## src/rtl/pio_pkg.sv

```systemverilog
package pio_pkg;

    localparam int CNT_W = 4;
    localparam int SET_W = 2;
    localparam int TIM_W = 2 * CNT_W;

    typedef logic [CNT_W-1:0] cnt_t;

    typedef struct packed {
        cnt_t setup;
        cnt_t active;
        cnt_t recov;
    } phase_len_t;

    typedef enum logic [1:0] {
        PH_IDLE   = 2'd0,
        PH_SETUP  = 2'd1,
        PH_ACTIVE = 2'd2,
        PH_RECOV  = 2'd3
    } phase_t;

    // Counter load value so that a phase lasts max(n,1) clocks.
    function automatic cnt_t load_val(cnt_t n);
        return (n == '0) ? '0 : n - cnt_t'(1);
    endfunction

endpackage

```

## src/rtl/pio_timing_sel.sv

```systemverilog
module pio_timing_sel
    import pio_pkg::*;
#(
    parameter int NDRV  = 2,
    parameter int DRV_W = (NDRV > 1) ? $clog2(NDRV) : 1
) (
    input  logic [DRV_W-1:0]            drive,
    input  logic                        write,
    input  logic                        byte_mode,
    input  logic [NDRV-1:0][SET_W-1:0]  setup_fld,
    input  logic [NDRV-1:0][TIM_W-1:0]  rd_tim,
    input  logic [NDRV-1:0][TIM_W-1:0]  wr_tim,
    input  logic [TIM_W-1:0]            byte_tim,
    output phase_len_t                  len
);

    logic [TIM_W-1:0] tim_pick;

    always_comb begin
        if (byte_mode)
            tim_pick = byte_tim;
        else if (write)
            tim_pick = wr_tim[drive];
        else
            tim_pick = rd_tim[drive];
    end

    always_comb begin
        len.setup  = cnt_t'(setup_fld[drive]);
        len.active = tim_pick[TIM_W-1:CNT_W];
        len.recov  = tim_pick[CNT_W-1:0];
    end

endmodule

```

## src/rtl/pio_phase_seq.sv

```systemverilog
module pio_phase_seq
    import pio_pkg::*;
(
    input  logic       clk,
    input  logic       rst,
    input  logic       start,
    input  logic       start_write,
    input  phase_len_t len_in,
    input  logic       iordy,
    output phase_t     phase,
    output logic       is_write,
    output logic       done
);

    phase_len_t len_q;
    cnt_t       cnt;

    always_ff @(posedge clk) begin
        if (rst) begin
            phase    <= PH_IDLE;
            cnt      <= '0;
            len_q    <= '0;
            is_write <= 1'b0;
            done     <= 1'b0;
        end else begin
            done <= 1'b0;
            case (phase)
                PH_IDLE: begin
                    if (start) begin
                        phase    <= PH_SETUP;
                        len_q    <= len_in;
                        is_write <= start_write;
                        cnt      <= load_val(len_in.setup);
                    end
                end
                PH_SETUP: begin
                    if (cnt == '0) begin
                        phase <= PH_ACTIVE;
                        cnt   <= load_val(len_q.active);
                    end else begin
                        cnt <= cnt - cnt_t'(1);
                    end
                end
                PH_ACTIVE: begin
                    if (cnt != '0) begin
                        cnt <= cnt - cnt_t'(1);
                    end else if (iordy) begin
                        phase <= PH_RECOV;
                        cnt   <= load_val(len_q.recov);
                    end
                end
                PH_RECOV: begin
                    if (cnt == '0) begin
                        phase <= PH_IDLE;
                        done  <= 1'b1;
                    end else begin
                        cnt <= cnt - cnt_t'(1);
                    end
                end
                default: phase <= PH_IDLE;
            endcase
        end
    end

endmodule

```

## src/rtl/pio_strobe_gen.sv

```systemverilog
module pio_strobe_gen
    import pio_pkg::*;
(
    input  logic       clk,
    input  logic       rst,
    input  logic       enable,
    input  logic       req_valid,
    input  logic       req_drive,
    input  logic       req_write,
    input  logic       req_byte,
    input  logic [1:0] drv0_setup,
    input  logic [7:0] drv0_rd_tim,
    input  logic [7:0] drv0_wr_tim,
    input  logic [1:0] drv1_setup,
    input  logic [7:0] drv1_rd_tim,
    input  logic [7:0] drv1_wr_tim,
    input  logic [7:0] byte_tim,
    input  logic       iordy,
    output logic       dior_n,
    output logic       diow_n,
    output logic       busy,
    output logic       done
);

    localparam int NDRV = 2;

    logic [NDRV-1:0][SET_W-1:0] setup_fld;
    logic [NDRV-1:0][TIM_W-1:0] rd_tim;
    logic [NDRV-1:0][TIM_W-1:0] wr_tim;
    phase_len_t                 sel_len;
    phase_t                     phase;
    logic                       cur_write;
    logic                       start;

    assign setup_fld = {drv1_setup, drv0_setup};
    assign rd_tim    = {drv1_rd_tim, drv0_rd_tim};
    assign wr_tim    = {drv1_wr_tim, drv0_wr_tim};

    pio_timing_sel #(.NDRV(NDRV)) u_sel (
        .drive     (req_drive),
        .write     (req_write),
        .byte_mode (req_byte),
        .setup_fld (setup_fld),
        .rd_tim    (rd_tim),
        .wr_tim    (wr_tim),
        .byte_tim  (byte_tim),
        .len       (sel_len)
    );

    assign start = req_valid && enable && (phase == PH_IDLE);

    pio_phase_seq u_seq (
        .clk         (clk),
        .rst         (rst),
        .start       (start),
        .start_write (req_write),
        .len_in      (sel_len),
        .iordy       (iordy),
        .phase       (phase),
        .is_write    (cur_write),
        .done        (done)
    );

    assign busy   = (phase != PH_IDLE);
    assign dior_n = !((phase == PH_ACTIVE) && !cur_write);
    assign diow_n = !((phase == PH_ACTIVE) && cur_write);

endmodule

```

## config.mk

```make
export PLATFORM = sky130hd
export DESIGN_NAME = pio_strobe_gen
export DESIGN_NICKNAME = d
export VERILOG_FILES = /design/src/rtl/pio_pkg.sv /design/src/rtl/pio_timing_sel.sv /design/src/rtl/pio_phase_seq.sv /design/src/rtl/pio_strobe_gen.sv
export SDC_FILE = /design/constraint.sdc
export NUM_CORES = 1
export LEC_CHECK = 0
export ABC_CLOCK_PERIOD_IN_PS = 1800
export CAP_MARGIN = 20
export CORE_MARGIN = 2
export CORE_UTILIZATION = 39
export DETAILED_ROUTE_END_ITERATION = 8
export PLACE_DENSITY_LB_ADDON = 0.12
export SLEW_MARGIN = 20
export SYNTH_ARGS = -nofsm -noshare
export SYNTH_HDL_FRONTEND = slang
export SYNTH_SLANG_ARGS = --single-unit
```

## constraint.sdc

```tcl
create_clock -name clk -period 1.8 [get_ports clk]
set_input_delay 0.27 -clock clk [delete_from_list [all_inputs] [get_ports clk]]
set_output_delay 0.27 -clock clk [all_outputs]
set_load 0.01 [all_outputs]
```

-- After elaboration in Yosys (flattened, before gate mapping)
Cells that the tools add are included.
- flip-flop bits (word level): 16
- bits of input ports: 52
- output and inout port bits: 4
- word-level logic and storage cells: 64
- add/sub/neg operators: 4
- $lt $le $gt $ge: 1
- eq/ne operators: 10
- mux-type cells: 24
- bitwise gates (word level): 1
- reductions and logical operators: 18
- operators with widths (kind ; number):
    8-bit two-way mux ; 6
    4-bit two-way mux ; 8
    4-bit zero test ; 4
    4-bit case mux with 4 select lines ; 1
    2-bit two-way mux ; 7
    4-bit by 1-bit subtractor with 4-bit output (second input constant) ; 3
    2-bit inequality test (second input constant) ; 4
    2-bit case mux with 4 select lines ; 1
    5-bit AND reduction ; 1
    2-bit equality test (second input constant) ; 2
    1-bit logical AND ; 4
    2-bit by 1-bit inequality test with 1-bit output (second input constant) ; 2
    4-bit nonzero test ; 1
    1-bit zero test ; 3
    3-bit by 2-bit inequality test with 1-bit output (second input constant) ; 1
    3-bit AND reduction ; 1
    2-bit by 1-bit subtractor with 3-bit output (second input constant) ; 1
    2-bit by 1-bit equality test with 1-bit output (second input constant) ; 1
    2-bit zero test ; 1
    1-bit by 2-bit less-than comparator with 1-bit output (second input constant) ; 1
    2-bit AND reduction ; 1
    2-bit nonzero test ; 1
    2-bit OR reduction ; 1
    1-bit two-way mux ; 1
    1-bit inverter ; 1

-- Logic depth before layout (Yosys ltp)
Gate-level depths: netlist of run 1.
- word-level depth: 6
- gate-level depth with buffers: 8
- depth with buffers taken out: 7

-- Cells and area by module
Synthesis of run 1 repeated with hierarchy kept, for this count alone.
- cells, all modules: 198
- area total of the unflattened synthesis: 1631.6 µm²
- by module, submodules not included (module ; instances ; cells an instance ; area each (µm²) ; seq. area each (µm²)):
    pio_phase_seq ; 1 ; 142 ; 1142.3 ; 320.3
    pio_timing_sel ; 1 ; 52 ; 454.2 ; 0.0
    pio_strobe_gen ; 1 ; 4 ; 35.0 ; 0.0

-- Least setup slack after synthesis of run 1
OpenSTA, ideal clock, no wires.
- kind: reg2reg
- start point: register u_seq.cnt[0]
- end point: register u_seq.cnt[2]
- arrival: 1.578 ns
- required time: 1.674 ns
- path slack: 0.096 ns
- stages on the path, launching flop included: 9
- cells stage by stage: dfxtp_1 -> inv_1 -> ha_1 -> or3b_1 -> buf_6 -> a31oi_2 -> o21ai_1 -> a222oi_1 -> o21ai_1
- longest elaborated chain between the ends: 3
- elaborated cells on any way between the ends: 10
- classes of those cells: add/sub: 1; eq/ne: 2; mux: 4; reduce/logical: 3
- RTL lines (what ; RTL line ; text):
    start, declared ; pio_phase_seq.sv:16 ; cnt_t cnt;
    start signal, assigned ; pio_phase_seq.sv:33 ; cnt <= load_val(len_in.setup);
    start signal, assigned ; pio_phase_seq.sv:39 ; cnt <= load_val(len_q.active);
    start signal, assigned ; pio_phase_seq.sv:41 ; cnt <= cnt - cnt_t'(1);
    4-bit by 1-bit subtractor with 4-bit output, or another cell as far along ; pio_phase_seq.sv:41, pio_phase_seq.sv:46, pio_phase_seq.sv:57 ;
    4-bit two-way mux, or another cell as far along ; pio_phase_seq.sv:53 ; if (cnt == '0) begin
    4-bit case mux with 4 select lines or 3-bit AND reduction (tied branches) ; n/a ;
Several ways; a longest one is shown, not always the timed one. The select of a mux whose other input is x is not followed.
A chain may end at the register's enable or synchronous reset.

-- Worst setup path after layout of run 1
- start point: register u_seq.cnt[1]
- end point: register u_seq.cnt[3]
Same word-level chain as after synthesis.

==> results of run 1 <==
==> layout by cell type (no fill, tap or decap), types with 4 or more instances in the layout <==
cell / synthesis / layout
sky130_fd_sc_hd__o21ai_0: 4 / 4
sky130_fd_sc_hd__mux2i_1: 12 / 12
sky130_fd_sc_hd__ha_1: 10 / 8
sky130_fd_sc_hd__nor2_1: 21 / 21
sky130_fd_sc_hd__dfxtp_2: 0 / 5
sky130_fd_sc_hd__a211oi_1: 8 / 8
sky130_fd_sc_hd__a21oi_1: 5 / 5
sky130_fd_sc_hd__buf_4: 1 / 11
sky130_fd_sc_hd__mux4_2: 8 / 8
sky130_fd_sc_hd__nand2_1: 10 / 10
sky130_fd_sc_hd__inv_1: 15 / 13
sky130_fd_sc_hd__clkdlybuf4s50_1: 0 / 52
sky130_fd_sc_hd__nand2b_1: 4 / 4
sky130_fd_sc_hd__dfxtp_1: 16 / 11
==> through the flow <==
stage	setup TNS, ps	instances	utilization	total power [mW]
floorplan	0	155	-	1.50
global route	-45.9	265	0.627	2.57
detailed placement	0	261	0.606	2.04
global placement	0	261	0.606	2.01
CTS	0	265	0.621	2.29
finish	0	265	0.627	2.35
==> sequential cells by signal, summed over array words and instances (netlist names) <==
signal / count
u_seq.len_q: 8
u_seq.done: 1
u_seq.is_write: 1
u_seq.phase: 2
u_seq.cnt: 4
==> path summary, 6_finish.rpt <==
kind / startpoint / end / slack [ps] / depth (start not counted)
setup / recovery: u_seq.cnt[1] / u_seq.cnt[3] / 100 / 8
hold / removal: u_seq.len_q[1] / u_seq.len_q[1] / 520 / 2
setup reg to reg: u_seq.cnt[1] / u_seq.cnt[3] / 100 / 8
hold reg to reg: u_seq.len_q[1] / u_seq.len_q[1] / 520 / 2
==> layer usage <==
metal,part of all wire,up-vias,track usage
li1,-,697,-
met1,0.41,609,0.211
met2,0.51,49,0.335
met3,0.067,4,0.0324
met4,0.011,0,0.0556
met5,0,-,0
==> power breakdown <==
part	total (mW)	switching, mW	internal (mW)
registers	0.535	0.0792	0.455
logic	1.58	0.781	0.799
clock network	0.238	0.115	0.123
==> area by class of cell <==
| cell class | instances | area (um2) | area share |
|---|---|---|---|
| inverters | 15 | 56.3 | 0.0269 |
| well taps | 46 | 57.6 | 0.0275 |
| repair buffers | 68 | 661 | 0.316 |
| multi-input cells | 116 | 956 | 0.457 |
| clock buffers | 4 | 36.3 | 0.0173 |
| flip-flops and latches | 16 | 327 | 0.156 |
==> cell families (layout without fill, tap and decap cells) <==
group                    count (synthesis)  after routing  share of synthesized area
flip-flops                              16             16                      0.238
AO/OA/AOI/OAI                           37             37                      0.198
AND/OR/NAND/NOR                         48             48                      0.169
buffers and inverters                   23             87                     0.0733
adder cells (fa/ha/maj)                 10             10                     0.0929
multiplexers                            20             20                      0.223
XOR/XNOR                                 1              1                    0.00650
==> worst max-delay path: stages (launching register included) <==
cell                       delay, ps
sky130_fd_sc_hd__dfxtp_2         340
sky130_fd_sc_hd__inv_2            70
sky130_fd_sc_hd__ha_4            120
sky130_fd_sc_hd__or3b_4          410
sky130_fd_sc_hd__buf_6           150
sky130_fd_sc_hd__o211ai_1         70
sky130_fd_sc_hd__o31ai_1          90
sky130_fd_sc_hd__o31ai_1         240
sky130_fd_sc_hd__a21oi_1          90
==> repair_timing <==
| action | 4_1_cts | 5_1_grt |
|---|---|---|
| endpoints found under the hold margin | 0 | 0 |
| cloned | 0 | 0 |
| resized for setup | 7 | 9 |
| endpoints found under the setup margin | 3 | 4 |
| pin swaps | 0 | 3 |
==> results_tabular.tex, run 1 <==
\begin{tabular}{lr}
\hline
Metric & Value \\
\hline
\multicolumn{2}{l}{\textbf{Status}} \\
\quad Outcome & complete, no violations \\
\multicolumn{2}{l}{\textbf{Routing}} \\
\quad DRC violation count after routing & 0 \\
\quad Via count & 1,359 \\
\quad Via density per instance & 5.13 \\
\quad Antenna Violating Nets Remaining & 0 \\
\quad Total length of routed wires & 3440 um \\
\quad Violation count after the first detailed-routing iteration & 45 \\
\quad 1st-pass router iterations & 4 \\
\quad Routed length per instance & 13.0 um \\
\multicolumn{2}{l}{\textbf{Floorplan}} \\
\quad Number of core rows & 21 \\
\quad IO Count & 56 \\
\quad Total Die Area & 3940 um2 \\
\quad Placeable core area & 3340 um2 \\
\quad Vert. Die Dim & 62.8 um \\
\quad Effective utilization at floorplan & 0.404 \\
\quad Die Span X & 62.8 um \\
\multicolumn{2}{l}{\textbf{Clock tree}} \\
\quad Cell at the root of the clock tree & sky130\_fd\_sc\_hd\_\_clkbuf\_4 \\
\quad Clock tree from TritonCTS & done \\
\quad Number of hold buffers added after cts & 0 \\
\quad Number of buffers inserted by post-CTS setup repair & 0 \\
\quad Clock latency reported for the late side of the worst-skew pair & 280 ps \\
\quad Reg clk slew, reported paths & 100 ps \\
\quad Number of buffers on the longest clock path & 2 \\
\quad Number of levels the H-tree was split into & 1 \\
\quad Number of buffers inserted during clock tree synthesis & 3 \\
\quad Number of clock sinks & 16 \\
\multicolumn{2}{l}{\textbf{Timing}} \\
\quad Final period util & 0.947 \\
\quad Final critical-path setup slack & 95.3 ps \\
\quad Highest clock rate & 587 MHz \\
\quad Total setup violations reported at the end of the flow & 0 \\
\quad Number of hold violations in the final report & 0 \\
\quad Final clock skew & 7.06 ps \\
\quad Setup repair after global routing missed its margin & true \\
\quad Slew margin rel. & 0.687 \\
\quad Slew Limit Fails & 0 \\
\quad Slew at the pin closest to its max-slew limit & 468 ps \\
\quad Min Clock Period, post-route & 1700 ps \\
\quad Worst hold slack across all endpoints & 517 ps \\
\multicolumn{2}{l}{\textbf{Logic synthesis}} \\
\quad Most repeated cell in the gate-level netlist after synthesis & sky130\_fd\_sc\_hd\_\_nor2\_1 \\
\quad Main flop type after synthesis & sky130\_fd\_sc\_hd\_\_dfxtp\_1 \\
\quad Number of unique standard cell types used by synthesis & 39 \\
\quad Main area contributors after synthesis & sky130\_fd\_sc\_hd\_\_dfxtp\_1 24\%, sky130\_fd\_sc\_hd\_\_mux4\_2 13\%, sky130\_fd\_sc\_hd\_\_ha\_1 9.3\% \\
\quad Number of instances in the synthesized netlist & 155 \\
\quad Synthesized net count & 217 \\
\quad Most frequent cells after synthesis & 21 x sky130\_fd\_sc\_hd\_\_nor2\_1, 16 x sky130\_fd\_sc\_hd\_\_dfxtp\_1, 15 x sky130\_fd\_sc\_hd\_\_inv\_1, 12 x sky130\_fd\_sc\_hd\_\_mux2i\_1 \\
\quad FFs w/ async S/R, synth & 0 \\
\quad Leading area contributor after synthesis & sky130\_fd\_sc\_hd\_\_dfxtp\_1 \\
\quad Average cell area after synthesis & 8.69 um2 \\
\quad Number of synthesized flops with an enable pin & 0 \\
\quad Portion of synthesized cell area occupied by the leading cell type & 0.238 \\
\quad Share of the yosys chip area belonging to registers & 0.238 \\
\quad Synth Warn \# & 0 \\
\quad Cell area after technology mapping & 1350 um2 \\
\quad Synth Register Bits & 16 \\
\multicolumn{2}{l}{\textbf{Pwr}} \\
\quad Leakage & 0.821 nW \\
\quad Ratio of total power to cell area & 1120 nW/um2 \\
\quad Worst ir drop on vdd & 468 uV \\
\multicolumn{2}{l}{\textbf{Global routing}} \\
\quad Initial antenna violation count & 0 \\
\quad Global-route usage over all layers & 0.181 \\
\quad Grt total ovfl & 0 \\
\quad Via count of the first global-routing pass & 1,345 \\
\quad Largest net degree at the start of global routing & 16 \\
\quad Global-route wire length before repair & 5780 um \\
\multicolumn{2}{l}{\textbf{Place}} \\
\quad Setup WS pre-CTS & 5.22 ps \\
\quad Cell Area, Placed & 2020 um2 \\
\quad Final weighted congestion in routability-driven placement & 0.906 \\
\quad \# port buffers & 55 \\
\quad HPWL reported at the end of detailed placement & 3020 um \\
\multicolumn{2}{l}{\textbf{Worst setup path}} \\
\quad Endpoint type of the worst setup path & flop \\
\quad Largest driver fanout on the critical path & 5 \\
\quad Required time at the endpoint of the critical path & 1970 ps \\
\quad Startpoint class of the critical path & flop \\
\quad Critical path type & flop to flop \\
\quad Signal arrival time at the worst endpoint & 1870 ps \\
\multicolumn{2}{l}{\textbf{Final layout}} \\
\quad Cell area after layout & 2090 um2 \\
\quad Fill cell count & 310 \\
\quad Antenna diode count & 0 \\
\quad Synth-to-layout area growth & 55.3\% \\
\quad Number of nets in the layout & 282 \\
\quad Layout cells sized above 1 & 0.174 \\
\multicolumn{2}{l}{\textbf{Hold path}} \\
\quad Worst hold path class & flop to flop \\
\multicolumn{2}{l}{\textbf{Run}} \\
\quad Max-cap violations & 0 \\
\hline
\end{tabular}
Power figures use the tool's default switching activity.
==> run 2, diff against run 1 <==
- ABC_CLOCK_PERIOD_IN_PS: 1800 -> 1500
- clock period: 1.8 -> 1.5 ns (I/O delays scaled with it)
==> results_tabular.tex, run 2 (same netlist as run 1, synthesis figures left out) <==
\begin{tabular}{lr}
\hline
Metric & Value \\
\hline
\multicolumn{2}{l}{\textbf{Floorplan}} \\
\quad Vert. Die Dim & 62.8 um (unchanged) \\
\quad IO Count & 56 (unchanged) \\
\quad Die Span X & 62.8 um (unchanged) \\
\quad Placeable core area & 3340 um2 (unchanged) \\
\quad Number of core rows & 21 (unchanged) \\
\quad Total Die Area & 3940 um2 (unchanged) \\
\quad Effective utilization at floorplan & 0.404 (unchanged) \\
\multicolumn{2}{l}{\textbf{Worst setup path}} \\
\quad Logic depth of the worst register-to-register path & 7 (-1) \\
\quad Endpoint type of the worst setup path & flop \\
\quad Endpoint of the worst register-to-register path & u\_seq.cnt[2] \\
\quad Required time at the endpoint of the critical path & 1740 ps (-230 ps) \\
\quad Startpoint class of the critical path & flop \\
\quad Critical path type & flop to flop \\
\quad Launch instance of the worst register-to-register path & u\_seq.cnt[0] \\
\quad Minimum setup slack among reg-to-reg paths & -190 ps (-290 ps) \\
\quad Signal arrival time at the worst endpoint & 1940 ps (+70 ps) \\
\quad Largest driver fanout on the critical path & 2 (-3) \\
\multicolumn{2}{l}{\textbf{Routing}} \\
\quad Antenna Violating Nets Remaining & 0 (unchanged) \\
\quad Total length of routed wires & 4010 um (+16\%) \\
\quad Via count & 1,488 (+9.5\%) \\
\quad DRC violation count after routing & 0 (unchanged) \\
\quad Routed length per instance & 14.3 um (+9.8\%) \\
\quad Via density per instance & 5.30 (+3.3\%) \\
\quad Violation count after the first detailed-routing iteration & 84 (+87\%) \\
\quad 1st-pass router iterations & 4 (unchanged) \\
\multicolumn{2}{l}{\textbf{Status}} \\
\quad Failing checks & setup timing \\
\quad Outcome & finished, violations left \\
\multicolumn{2}{l}{\textbf{Clock tree}} \\
\quad Clock latency reported for the late side of the worst-skew pair & 310 ps (+30 ps) \\
\quad Number of buffers inserted during clock tree synthesis & 3 (unchanged) \\
\quad Cell at the root of the clock tree & sky130\_fd\_sc\_hd\_\_clkbuf\_4 \\
\quad Clock tree from TritonCTS & done \\
\quad Number of levels the H-tree was split into & 1 (unchanged) \\
\quad Number of clock sinks & 16 (unchanged) \\
\quad Reg clk slew, reported paths & 110 ps (about the same) \\
\quad Number of buffers on the longest clock path & 2 (unchanged) \\
\multicolumn{2}{l}{\textbf{Global routing}} \\
\quad Global-route usage over all layers & 0.206 (+0.0252) \\
\quad Initial antenna violation count & 0 (unchanged) \\
\quad Largest net degree at the start of global routing & 18 (+2) \\
\quad Grt total ovfl & 0 (unchanged) \\
\quad Via count of the first global-routing pass & 1,480 (+10\%) \\
\quad Global-route wire length before repair & 6580 um (+14\%) \\
\multicolumn{2}{l}{\textbf{Final layout}} \\
\quad Most flops, register & u\_seq.len\_q \\
\quad Combined flip-flop and latch cell area & 328 um2 (+0.38\%) \\
\quad Flip-flop count of the largest register after layout & 8 (unchanged) \\
\quad Synth-to-layout area growth & 70.1\% \\
\quad Layout cells sized above 1 & 0.285 (+0.112) \\
\quad Final Util & 0.687 (+0.0596) \\
\quad Fill cell count & 292 (-5.8\%) \\
\quad Area occupied by multi-input gates & 1000 um2 (+5.1\%) \\
\quad Most common cell after layout, fill and taps aside & sky130\_fd\_sc\_hd\_\_clkdlybuf4s50\_1 \\
\quad Largest regs & u\_seq.len\_q: 8 flops, u\_seq.cnt: 4 flops, u\_seq.phase: 2 flops \\
\quad Cell area after layout & 2290 um2 (+9.5\%) \\
\quad Antenna diode count & 0 (unchanged) \\
\quad Number of nets in the layout & 299 (+6.0\%) \\
\quad Leading cell types in the layout, fill and taps excluded & 51 x sky130\_fd\_sc\_hd\_\_clkdlybuf4s50\_1, 26 x sky130\_fd\_sc\_hd\_\_buf\_4, 20 x sky130\_fd\_sc\_hd\_\_nor2\_1 \\
\multicolumn{2}{l}{\textbf{Place}} \\
\quad Final weighted congestion in routability-driven placement & 0.858 (-5.4\%) \\
\quad \# port buffers & 55 (unchanged) \\
\quad HPWL reported at the end of detailed placement & 3210 um (+6.0\%) \\
\quad Cell Area, Placed & 2160 um2 (+6.6\%) \\
\quad Setup WS pre-CTS & -323 ps (-328 ps) \\
\multicolumn{2}{l}{\textbf{Timing}} \\
\quad Total setup violations reported at the end of the flow & 6 (+6) \\
\quad Highest clock rate & 590 MHz (+0.64\%) \\
\quad Final period util & 1.13 (+0.182) \\
\quad Slew Limit Fails & 0 (unchanged) \\
\quad Final critical-path setup slack & -194 ps (-289 ps) \\
\quad Slew at the pin closest to its max-slew limit & 417 ps (-50.5 ps) \\
\quad Min Clock Period, post-route & 1690 ps (-10.9 ps) \\
\quad Slew margin rel. & 0.719 (+0.0321) \\
\quad Setup repair after global routing missed its margin & true \\
\quad Number of hold violations in the final report & 0 (unchanged) \\
\quad Final clock skew & 16.6 ps (+9.50 ps) \\
\multicolumn{2}{l}{\textbf{Run}} \\
\quad Max-cap violations & 0 (unchanged) \\
\multicolumn{2}{l}{\textbf{Pwr}} \\
\quad Total net switching power & 1.36 mW (+40\%) \\
\quad Share of total power in the clock network & 0.075 (-0.026) \\
\quad Sequential group share of total power & 0.198 (-0.029) \\
\quad Ratio of total power to cell area & 1410 nW/um2 (+25\%) \\
\quad Worst ir drop on vdd & 864 uV (+85\%) \\
\quad Switch share & 0.422 (+0.00779) \\
\quad Leakage & 0.918 nW (+12\%) \\
\quad Combinational share of power & 0.727 (+0.055) \\
\quad Internal Pwr Total & 1.87 mW (+36\%) \\
\multicolumn{2}{l}{\textbf{Hold path}} \\
\quad Worst hold path class & flop to flop \\
\quad Cell count of the worst hold path & 2 (unchanged) \\
\quad Startpoint of the lowest-slack hold path & u\_seq.is\_write \\
\quad Hold-critical path endpoint & u\_seq.is\_write \\
\hline
\end{tabular}
[run 2: worst max-delay path by stage]
| stage | from | end | slack (ps) |
|---|---|---|---|
| 6_report | u_seq.cnt[0] | u_seq.cnt[2] | -190 |
| 5_1_grt | u_seq.cnt[0] | u_seq.cnt[1] | -290 |
| 4_1_cts | u_seq.cnt[0] | u_seq.cnt[1] | -210 |
| 3_5_place_dp | req_drive | u_seq.len_q[3] | -320 |
| 3_3_place_gp | req_drive | u_seq.len_q[3] | -310 |
| 2_1_floorplan | u_seq.cnt[0] | u_seq.cnt[2] | -170 |
[run 2: layout make-up]
class / instances / share of cell area
sequential: 16 / 0.143
multi-input combinational: 116 / 0.438
inverter: 15 / 0.0246
timing repair buffer: 85 / 0.359
tap: 46 / 0.0251
clock buffer: 3 / 0.00983
[run 2: metal layers]
| layer | vias up | part of all wire | global-route usage |
|---|---|---|---|
| li1 | 729 | - | - |
| met1 | 689 | 0.43 | 0.254 |
| met2 | 61 | 0.50 | 0.358 |
| met3 | 9 | 0.056 | 0.0360 |
| met4 | 0 | 0.023 | 0.0806 |
| met5 | - | 0 | 0 |
[run 2: through the flow]
stage	instances	TNS (ps)	power (mW)	hold slack, ps
floorplan	155	-340	1.83	290
global placement	275	-2750	2.64	499
detailed placement	275	-3250	2.70	510
CTS	281	-776	3.08	536
global route	281	-1240	3.48	584
finish	281	-666	3.23	547
[run 2: worst max-delay path: stages (launching register included)]
cell and delay [ps]:
sky130_fd_sc_hd__dfxtp_2 350, sky130_fd_sc_hd__inv_2 50, sky130_fd_sc_hd__buf_4 140, sky130_fd_sc_hd__ha_2 180, sky130_fd_sc_hd__xor2_1 200, sky130_fd_sc_hd__nor2_1 50, sky130_fd_sc_hd__or4_1 490, sky130_fd_sc_hd__o21ai_1 160
[run 2: what timing repair did]
item	4_1_cts	5_1_grt
resized for setup	15	15
gates cloned	1	0
endpoints found under the setup margin	9	15
setup buffers	2	0
pin swaps	7	9
hold buffers	0	0
[run 2: power by group through the flow]
stage               sequential, mW  combinational [mW]  clock, mW
floorplan                    0.641                1.19          0
global placement             0.619                2.02          0
detailed placement           0.628                2.07          0
CTS                          0.630                2.22      0.234
global route                 0.658                2.56      0.269
finish                       0.640                2.35      0.242
